### src/rtl/chm_pkg.sv
// Package: shared widths, control bit positions and field selects for the
// identifier channel matcher. Assumes 12-bit identifiers and 7-bit offsets.
package chm_pkg;
    parameter int ID_W   = 12;
    parameter int CMD_W  = 4;
    parameter int PTR_W  = 7;
    parameter int LEN_W  = 5;
    parameter int ADDR_W = 8;
    parameter int CTRL_W = 6;

    // command nibble positions (received and configured)
    localparam int C_RTR = 0;
    localparam int C_RNW = 1;
    localparam int C_RAK = 2;
    localparam int C_EXT = 3;
    localparam int C_SPY = 4;
    localparam int C_EN  = 5;

    typedef enum logic [1:0] {
        FLD_TAG  = 2'd0,
        FLD_MASK = 2'd1,
        FLD_CTRL = 2'd2,
        FLD_BUF  = 2'd3
    } field_e;

    typedef struct packed {
        logic [ID_W-1:0]   tag;
        logic [ID_W-1:0]   mask;
        logic [CTRL_W-1:0] ctrl;
        logic [PTR_W-1:0]  ptr;
        logic [LEN_W-1:0]  len;
    } chan_cfg_t;
endpackage

### src/rtl/chm_regfile.sv
// Channel register file. Holds per-channel settings, serves host field
// writes and a combinational read, and applies the identifier write-back
// after a hit. Assumes one host write per cycle; write-back beats the host
// on the same tag.
module chm_regfile
    import chm_pkg::*;
#(
    parameter int NUM_CH = 14,
    localparam int CH_W  = $clog2(NUM_CH)
) (
    input  logic            clk,
    input  logic            rst_n,
    input  logic            cfg_we,
    input  logic [CH_W-1:0] cfg_ch,
    input  logic [1:0]      cfg_sel,
    input  logic [ID_W-1:0] cfg_wdata,
    output logic [ID_W-1:0] cfg_rdata,
    input  logic            wb_en,
    input  logic [CH_W-1:0] wb_ch,
    input  logic [ID_W-1:0] wb_id,
    output chan_cfg_t       cfg [NUM_CH]
);
    chan_cfg_t regs_q [NUM_CH];

    generate
        for (genvar i = 0; i < NUM_CH; i++) begin : g_ch
            // Per-channel storage: host write first, then write-back override.
            always_ff @(posedge clk) begin
                if (!rst_n) begin
                    regs_q[i] <= '0;
                end else begin
                    if (cfg_we && cfg_ch == CH_W'(i)) begin
                        case (field_e'(cfg_sel))
                            FLD_TAG:  regs_q[i].tag  <= cfg_wdata;
                            FLD_MASK: regs_q[i].mask <= cfg_wdata;
                            FLD_CTRL: regs_q[i].ctrl <= cfg_wdata[CTRL_W-1:0];
                            default: begin
                                regs_q[i].ptr <= cfg_wdata[PTR_W-1:0];
                                regs_q[i].len <= cfg_wdata[PTR_W +: LEN_W];
                            end
                        endcase
                    end
                    if (wb_en && wb_ch == CH_W'(i))
                        regs_q[i].tag <= wb_id;
                end
            end
            assign cfg[i] = regs_q[i];
        end
    endgenerate

    // Host read mux; out-of-range channels read zero.
    always_comb begin
        cfg_rdata = '0;
        if (int'(cfg_ch) < NUM_CH) begin
            case (field_e'(cfg_sel))
                FLD_TAG:  cfg_rdata = regs_q[cfg_ch].tag;
                FLD_MASK: cfg_rdata = regs_q[cfg_ch].mask;
                FLD_CTRL: cfg_rdata = ID_W'(regs_q[cfg_ch].ctrl);
                default:  cfg_rdata = ID_W'({regs_q[cfg_ch].len, regs_q[cfg_ch].ptr});
            endcase
        end
    end

    // a write-back always leaves the received identifier in the tag.
    assert_tag_writeback_R5: assert property (@(posedge clk) disable iff (!rst_n)
        wb_en |=> regs_q[$past(wb_ch)].tag == $past(wb_id));
endmodule

### src/rtl/chm_compare.sv
// Per-channel comparator. Produces one hit bit per channel from the masked
// identifier comparison, the EXT bit and the channel's activity state.
// Assumes mask bit 1 means "compare".
module chm_compare
    import chm_pkg::*;
#(
    parameter int NUM_CH = 14
) (
    input  chan_cfg_t        cfg [NUM_CH],
    input  logic [ID_W-1:0]  id,
    input  logic [CMD_W-1:0] cmd,
    output logic [NUM_CH-1:0] hit_vec
);
    generate
        for (genvar i = 0; i < NUM_CH; i++) begin : g_cmp
            logic active;
            logic id_ok;
            logic ext_ok;
            // Activity: enabled and not configured as a reply request.
            assign active = cfg[i].ctrl[C_EN] && !cfg[i].ctrl[C_RTR];
            // Masked identifier equality.
            assign id_ok  = ((id ^ cfg[i].tag) & cfg[i].mask) == '0;
            // Only EXT is compared among the command bits.
            assign ext_ok = cmd[C_EXT] == cfg[i].ctrl[C_EXT];
            assign hit_vec[i] = active && id_ok && ext_ok;
        end
    endgenerate
endmodule

### src/rtl/chm_prio.sv
// Lowest-index priority picker over the hit vector. Assumes idx is only
// meaningful while any is high; it reads zero otherwise.
module chm_prio #(
    parameter int NUM_CH = 14,
    localparam int CH_W  = $clog2(NUM_CH)
) (
    input  logic              clk,
    input  logic              rst_n,
    input  logic [NUM_CH-1:0] hit_vec,
    output logic              any,
    output logic [CH_W-1:0]   idx
);
    // Scan from the top so the lowest hit is the last assignment.
    always_comb begin
        any = 1'b0;
        idx = '0;
        for (int i = NUM_CH - 1; i >= 0; i--) begin
            if (hit_vec[i]) begin
                any = 1'b1;
                idx = CH_W'(i);
            end
        end
    end

    // winner really hit and no lower channel hit.
    assert_winner_lowest_R4: assert property (@(posedge clk) disable iff (!rst_n)
        any |-> (hit_vec[idx] && ((hit_vec & ((NUM_CH'(1) << idx) - NUM_CH'(1))) == '0)));
    assert_nohit_idx_R4: assert property (@(posedge clk) disable iff (!rst_n)
        !any |-> (idx == '0 && hit_vec == '0));
endmodule

### src/rtl/chm_resolve.sv
// Buffer resolver. Turns the winning channel's offset and length into a data
// RAM address, following one level of link for zero-length channels. Assumes
// the caller qualifies the result with a hit.
module chm_resolve
    import chm_pkg::*;
#(
    parameter int NUM_CH            = 14,
    parameter logic [ADDR_W-1:0] RAM_BASE = 8'h80,
    localparam int CH_W             = $clog2(NUM_CH)
) (
    input  chan_cfg_t         cfg [NUM_CH],
    input  logic [CH_W-1:0]   sel,
    output logic              linked,
    output logic              link_err,
    output logic              addr_valid,
    output logic [ADDR_W-1:0] addr
);
    chan_cfg_t       own;
    chan_cfg_t       tgt;
    logic [PTR_W-1:0] link_no;
    logic            in_range;
    logic [PTR_W-1:0] eff_ptr;

    // Fetch the winner and decode its offset as a possible link.
    always_comb begin
        own      = cfg[sel];
        link_no  = own.ptr;
        in_range = (link_no[PTR_W-1:PTR_W-3] == 3'b000) && (int'(link_no) < NUM_CH);
        tgt      = in_range ? cfg[link_no[CH_W-1:0]] : '0;
    end

    // Pick the effective offset and judge link validity.
    always_comb begin
        linked   = (own.len == '0);
        link_err = linked && (!in_range || tgt.len == '0);
        eff_ptr  = linked ? tgt.ptr : own.ptr;
        addr_valid = !link_err;
        addr     = addr_valid ? (RAM_BASE + ADDR_W'(eff_ptr)) : '0;
    end
endmodule

### src/rtl/id_chan_matcher.sv
// Top: masked identifier channel matcher. Compares each header against all
// channels, picks the lowest hit, resolves its buffer and registers the
// results one cycle after the header. Assumes at most one header per cycle.
module id_chan_matcher
    import chm_pkg::*;
#(
    parameter int NUM_CH = 14,
    parameter logic [ADDR_W-1:0] RAM_BASE = 8'h80,
    localparam int CH_W  = $clog2(NUM_CH)
) (
    input  logic              clk,
    input  logic              rst_n,
    input  logic              cfg_we,
    input  logic [CH_W-1:0]   cfg_ch,
    input  logic [1:0]        cfg_sel,
    input  logic [ID_W-1:0]   cfg_wdata,
    output logic [ID_W-1:0]   cfg_rdata,
    input  logic              hdr_valid,
    input  logic [ID_W-1:0]   hdr_id,
    input  logic [CMD_W-1:0]  hdr_cmd,
    output logic              res_valid,
    output logic              res_hit,
    output logic [CH_W-1:0]   res_chan,
    output logic              res_ack,
    output logic              res_linked,
    output logic              res_link_err,
    output logic              res_addr_valid,
    output logic [ADDR_W-1:0] res_addr,
    output logic              buf_we,
    output logic [7:0]        buf_wdata
);
    chan_cfg_t         cfg [NUM_CH];
    logic [NUM_CH-1:0] hit_vec;
    logic              any;
    logic [CH_W-1:0]   win;
    logic              lk, lk_err, a_ok;
    logic [ADDR_W-1:0] addr;
    logic              hit_now;

    assign hit_now = hdr_valid && any;

    chm_regfile #(.NUM_CH(NUM_CH)) u_regs (
        .clk(clk), .rst_n(rst_n),
        .cfg_we(cfg_we), .cfg_ch(cfg_ch), .cfg_sel(cfg_sel),
        .cfg_wdata(cfg_wdata), .cfg_rdata(cfg_rdata),
        .wb_en(hit_now), .wb_ch(win), .wb_id(hdr_id),
        .cfg(cfg)
    );

    chm_compare #(.NUM_CH(NUM_CH)) u_cmp (
        .cfg(cfg), .id(hdr_id), .cmd(hdr_cmd), .hit_vec(hit_vec)
    );

    chm_prio #(.NUM_CH(NUM_CH)) u_prio (
        .clk(clk), .rst_n(rst_n), .hit_vec(hit_vec), .any(any), .idx(win)
    );

    chm_resolve #(.NUM_CH(NUM_CH), .RAM_BASE(RAM_BASE)) u_res (
        .cfg(cfg), .sel(win), .linked(lk), .link_err(lk_err),
        .addr_valid(a_ok), .addr(addr)
    );

    // Result register: every output is qualified by a sampled hit.
    always_ff @(posedge clk) begin
        if (!rst_n) begin
            res_valid      <= 1'b0;
            res_hit        <= 1'b0;
            res_chan       <= '0;
            res_ack        <= 1'b0;
            res_linked     <= 1'b0;
            res_link_err   <= 1'b0;
            res_addr_valid <= 1'b0;
            res_addr       <= '0;
            buf_we         <= 1'b0;
            buf_wdata      <= '0;
        end else begin
            res_valid      <= hdr_valid;
            res_hit        <= hit_now;
            res_chan       <= hit_now ? win : '0;
            res_ack        <= hit_now && hdr_cmd[C_RAK] && !cfg[win].ctrl[C_SPY];
            res_linked     <= hit_now && lk;
            res_link_err   <= hit_now && lk_err;
            res_addr_valid <= hit_now && a_ok;
            res_addr       <= (hit_now && a_ok) ? addr : '0;
            buf_we         <= hit_now && a_ok;
            buf_wdata      <= hit_now ? {5'b0, hdr_cmd[C_RAK], hdr_cmd[C_RNW], hdr_cmd[C_RTR]} : '0;
        end
    end

    // results only follow a sampled header.
    assert_valid_follows_hdr_R10: assert property (@(posedge clk) disable iff (!rst_n)
        !hdr_valid |=> !res_valid && !res_hit && !buf_we);
    // acknowledge needs a hit with RAK set.
    assert_ack_needs_rak_R9: assert property (@(posedge clk) disable iff (!rst_n)
        res_ack |-> res_hit && $past(hdr_cmd[C_RAK]));
    // a bad link never yields an address or a buffer write.
    assert_linkerr_noaddr_R8: assert property (@(posedge clk) disable iff (!rst_n)
        res_link_err |-> !res_addr_valid && !buf_we && res_linked);
    // addresses always land at or above the data RAM base.
    assert_addr_in_ram_R7: assert property (@(posedge clk) disable iff (!rst_n)
        res_addr_valid |-> res_addr >= RAM_BASE);
    // the byte write carries RAK/RNW/RTR of the sampled header.
    assert_byte_content_R6: assert property (@(posedge clk) disable iff (!rst_n)
        buf_we |-> buf_wdata == {5'b0, $past(hdr_cmd[2:0])});
endmodule

### config.mk
export PLATFORM = sky130hd
export DESIGN_NAME = id_chan_matcher
export DESIGN_NICKNAME = d
export VERILOG_FILES = /design/src/rtl/chm_pkg.sv /design/src/rtl/chm_regfile.sv /design/src/rtl/chm_compare.sv /design/src/rtl/chm_prio.sv /design/src/rtl/chm_resolve.sv /design/src/rtl/id_chan_matcher.sv
export SDC_FILE = /design/constraint.sdc
export NUM_CORES = 2
export LEC_CHECK = 0
export BUFFER_PORTS_ARGS = -buffer_cell sky130_fd_sc_hd__buf_2
export CAP_MARGIN = 20
export CORE_ASPECT_RATIO = 1.75
export CORE_MARGIN = 2
export CORE_UTILIZATION = 40
export DETAILED_ROUTE_END_ITERATION = 7
export PLACE_DENSITY = 0.56
export RECOVER_POWER = 25
export SYNTH_ARGS = -nofsm -noshare
export SYNTH_HDL_FRONTEND = slang
export SYNTH_SLANG_ARGS = --single-unit
### constraint.sdc
create_clock -name clk -period 15 [get_ports clk]
set_input_delay 4.5 -clock clk [delete_from_list [all_inputs] [get_ports clk]]
set_output_delay 4.5 -clock clk [all_outputs]
set_load 0.01 [all_outputs]
==> results.toml <==
[outcome]
status = "complete, but fails checks"
violations = "max-capacitance violations, max-slew violations"

[cells_and_area]
multiInputGateArea_um2 = 15600
syn2layout_area_growth_pct = 9.54
final-seq-area_um2 = 18100
layout.nets = 2981
drive_gt1_share_pct = 16.1
fill_cells = 8051

[clock_network]
cts.htree.levels = 2
cts_tree = "yes"
clock_sinks = 609
cts_root_buf = "clkbuf_16"
ctsHoldBuffers = 0
clk_latency_ns = 0.65
clock_path_buffers = 3
cts_resized = 0
numCtsBuffers = 58
postCtsSetupRepairBufs = 0
clk_pin_slew_ns = 0.08

[detailed_routing]
drc = 0
drtAntennaViolNets = 0
routed_via_density = 6.41
drtIter0Drc = 3593
wl_um = 169000
wl_per_cell_um = 40.5
drt_pass1_iterations = 7
via_count = 26657

[sta]
skew_ns = 0.0236
period_share_pct = 89.4
final_hold_viol_count = 0
worst_slew_pin_slew_ns = 3.80
fmax_mhz = 74.5
rsz0062_at_grt = "no"
relSlewSlack_pct = -154
holdWs_ns = 0.719
setup_tns_ns = 0
finalSetupViolCount = 0
slew_viol_final = 97
period_minus_slack_ns = 13.42

[grt]
grt_pass1_vias = 26150
grt_max_degree = 97
grt_antenna_before_repair = 24
grt_util_all_layers_pct = 37.8
grt_overflow = 0
grt_pass1_wl_um = 226000

[place]
dp_hpwl_um = 121000
globalplace.congestion = 1.06
io_buffers = 71

[worst_setup_path]
cp.required_ns = 10.50
reg2regPathDepth = 16
path_class = "in -> out"
rrSetupSlack_ns = 7.74
r2r-end = "res_addr[1]"
r2r-start = "u_regs.regs_q[3][15]"
critical_path_peak_fanout = 34
crit_path_start_kind = "input port"
endpoint_kind = "output pin"
worstPathArrival_ns = 8.92

[floorplanning]
die_height_um = 395
die_x_um = 227
start_util_pct = 40.3
num_io_pins = 77
coreArea_um2 = 86600
die_area_um2 = 89800
row_count = 143

[pwr]
peakVddDrop_mv = 0.108
p_comb_share_pct = 13.4
p_total_mw = 4.19
p_sw_share_pct = 28.3
seq_power_share_pct = 49.6
internal_power_mw = 3.01
powerDensity_nw_per_um2 = 110
switching_power_mw = 1.19
clockPowerShare_pct = 37.0
power.leakage_nw = 13.3

[yosys]
synth_seq_cells = 609
synth_top_area_share_pct = 50.6
yosysTopAreaCell = "edfxtp_1"
synth_area_um2 = 34900
yosysWarningCount = 0
synth_cells = 2971
ys_top_cells_by_area = "edfxtp_1 (51%), mux4_2 (11%), and2_1 (7.7%)"
netlist_top_cells_count = "edfxtp_1 (588), nand2_1 (448), and2_1 (431)"
synth_area_per_cell_um2 = 11.8
synth_edf_count = 588
synth-main-ff-cell = "edfxtp_1"
ys_seq_area_share_pct = 51.8
yosysMostFrequentCell = "edfxtp_1"
synthArstFlopShare_pct = 0
yosysUniqueCellTypes = 87

[run]
drv_cap = 2

[worst_hold_path]
holdPathStages = 3
min_to = "res_ack"
hold_path_class = "reg -> reg"
min_from = "u_regs.regs_q[13][16]"
[layer usage]
| metal | share of wire [%] | routed length [µm] | GRT usage, % | vias to the layer above |
|---|---|---|---|---|
| met5 | 0.059 | 100 | 0 | - |
| met1 | 30 | 50300 | 37.4 | 13198 |
| met2 | 48 | 80500 | 61.6 | 1888 |
| li1 | - | - | - | 10795 |
| met3 | 8.4 | 14200 | 8.94 | 760 |
| met4 | 14 | 23500 | 41.1 | 16 |
[state kept, by name, summed over array words and instances (netlist names)]
name,count
buf_wdata,3
buf_we,1
res_ack,1
res_addr,8
res_chan,4
res_hit,1
res_link_err,1
res_linked,1
res_valid,1
u_regs.regs_q,588
[how the worst max path moves through the flow]
stage,startpoint,end,slack (ns),cells after the start
after floorplan,cfg_ch[0],cfg_rdata[10],2.94,9
after global placement,cfg_ch[1],cfg_rdata[2],2.57,7
after detailed placement,cfg_ch[1],cfg_rdata[2],2.50,7
after CTS,cfg_ch[1],cfg_rdata[2],2.49,7
after global routing,cfg_ch[3],cfg_rdata[2],1.33,6
final,cfg_ch[3],cfg_rdata[2],1.58,6
[critical path, cell delays in order]
cell and delay, ns:
buf_4 0.29, clkbuf_1 2.29, mux4_2 0.86, mux4_2 0.59, nor2b_1 0.18, buf_2 0.17
[area by class of cell]
| cell class | count | share of cell area (%) |
|---|---|---|
| flip-flops and latches | 609 | 47.3 |
| multi-input cells | 2086 | 40.9 |
| clock buffers | 68 | 3.95 |
| well taps | 1160 | 3.80 |
| repair buffers | 175 | 2.82 |
| clock inverters | 39 | 1.09 |
| inverters | 13 | 0.128 |
| diodes | 9 | 0.0589 |
[cells in the final DEF (no fill, tap or decap), drive strengths merged, types with 8 or more instances in the layout]
cell type  Yosys  layout
dfxtp         21      21
nor3          24      24
nand3         75      75
xor2         179     179
or4           15      15
mux2          55      55
nor2b         12      12
buf           74     130
a22oi         81      81
inv           13      16
edfxtp       588     588
a21oi         15      15
a222oi        12      12
bufinv         0       8
mux2i         54      54
o22ai          9       9
nor2         127     127
or2            8       8
clkinv         0      23
nand2        448     448
a31oi          8       8
and3          11      11
clkbuf       193     113
nor3b         16      16
mux4         174     174
nand4         23      23
o211ai        13      13
diode          0       9
o21ai        187     187
and2         432     432
[per-stage QoR]
| stage | worst slack, ns | instances | instance area, µm² | util, % |
|---|---|---|---|---|
| floorplan | 2.94 | 2975 | 34900 | - |
| global placement | 2.57 | 4003 | 36100 | 41.7 |
| detailed placement | 2.50 | 4009 | 36200 | 41.7 |
| CTS | 2.49 | 4116 | 38100 | 44.0 |
| global route | 1.33 | 4152 | 38200 | 44.1 |
| finish | 1.58 | 4159 | 38200 | 44.2 |
[power by group through the flow]
stage / clock network [mW] / logic [mW] / registers [mW]
5_1_grt: 1.61 / 0.573 / 2.07
3_3_place_gp: 0 / 0.531 / 2.11
6_report: 1.55 / 0.560 / 2.08
2_1_floorplan: 0 / 0.344 / 2.01
3_5_place_dp: 0 / 0.538 / 2.10
4_1_cts: 1.55 / 0.539 / 2.07
[cell families (layout without fill, tap and decap cells)]
logic type | count (synthesis) | count (layout) | share of synthesized area, %
compound gates | 396 | 396 | 7.50
flops | 609 | 609 | 51.8
simple gates | 1220 | 1220 | 18.0
mux | 283 | 283 | 14.5
other cells | 1 | 14 | 0.0107
xor+xnor | 182 | 182 | 4.57
buf+inv | 280 | 295 | 3.59
Power figures use the tool's default switching activity.
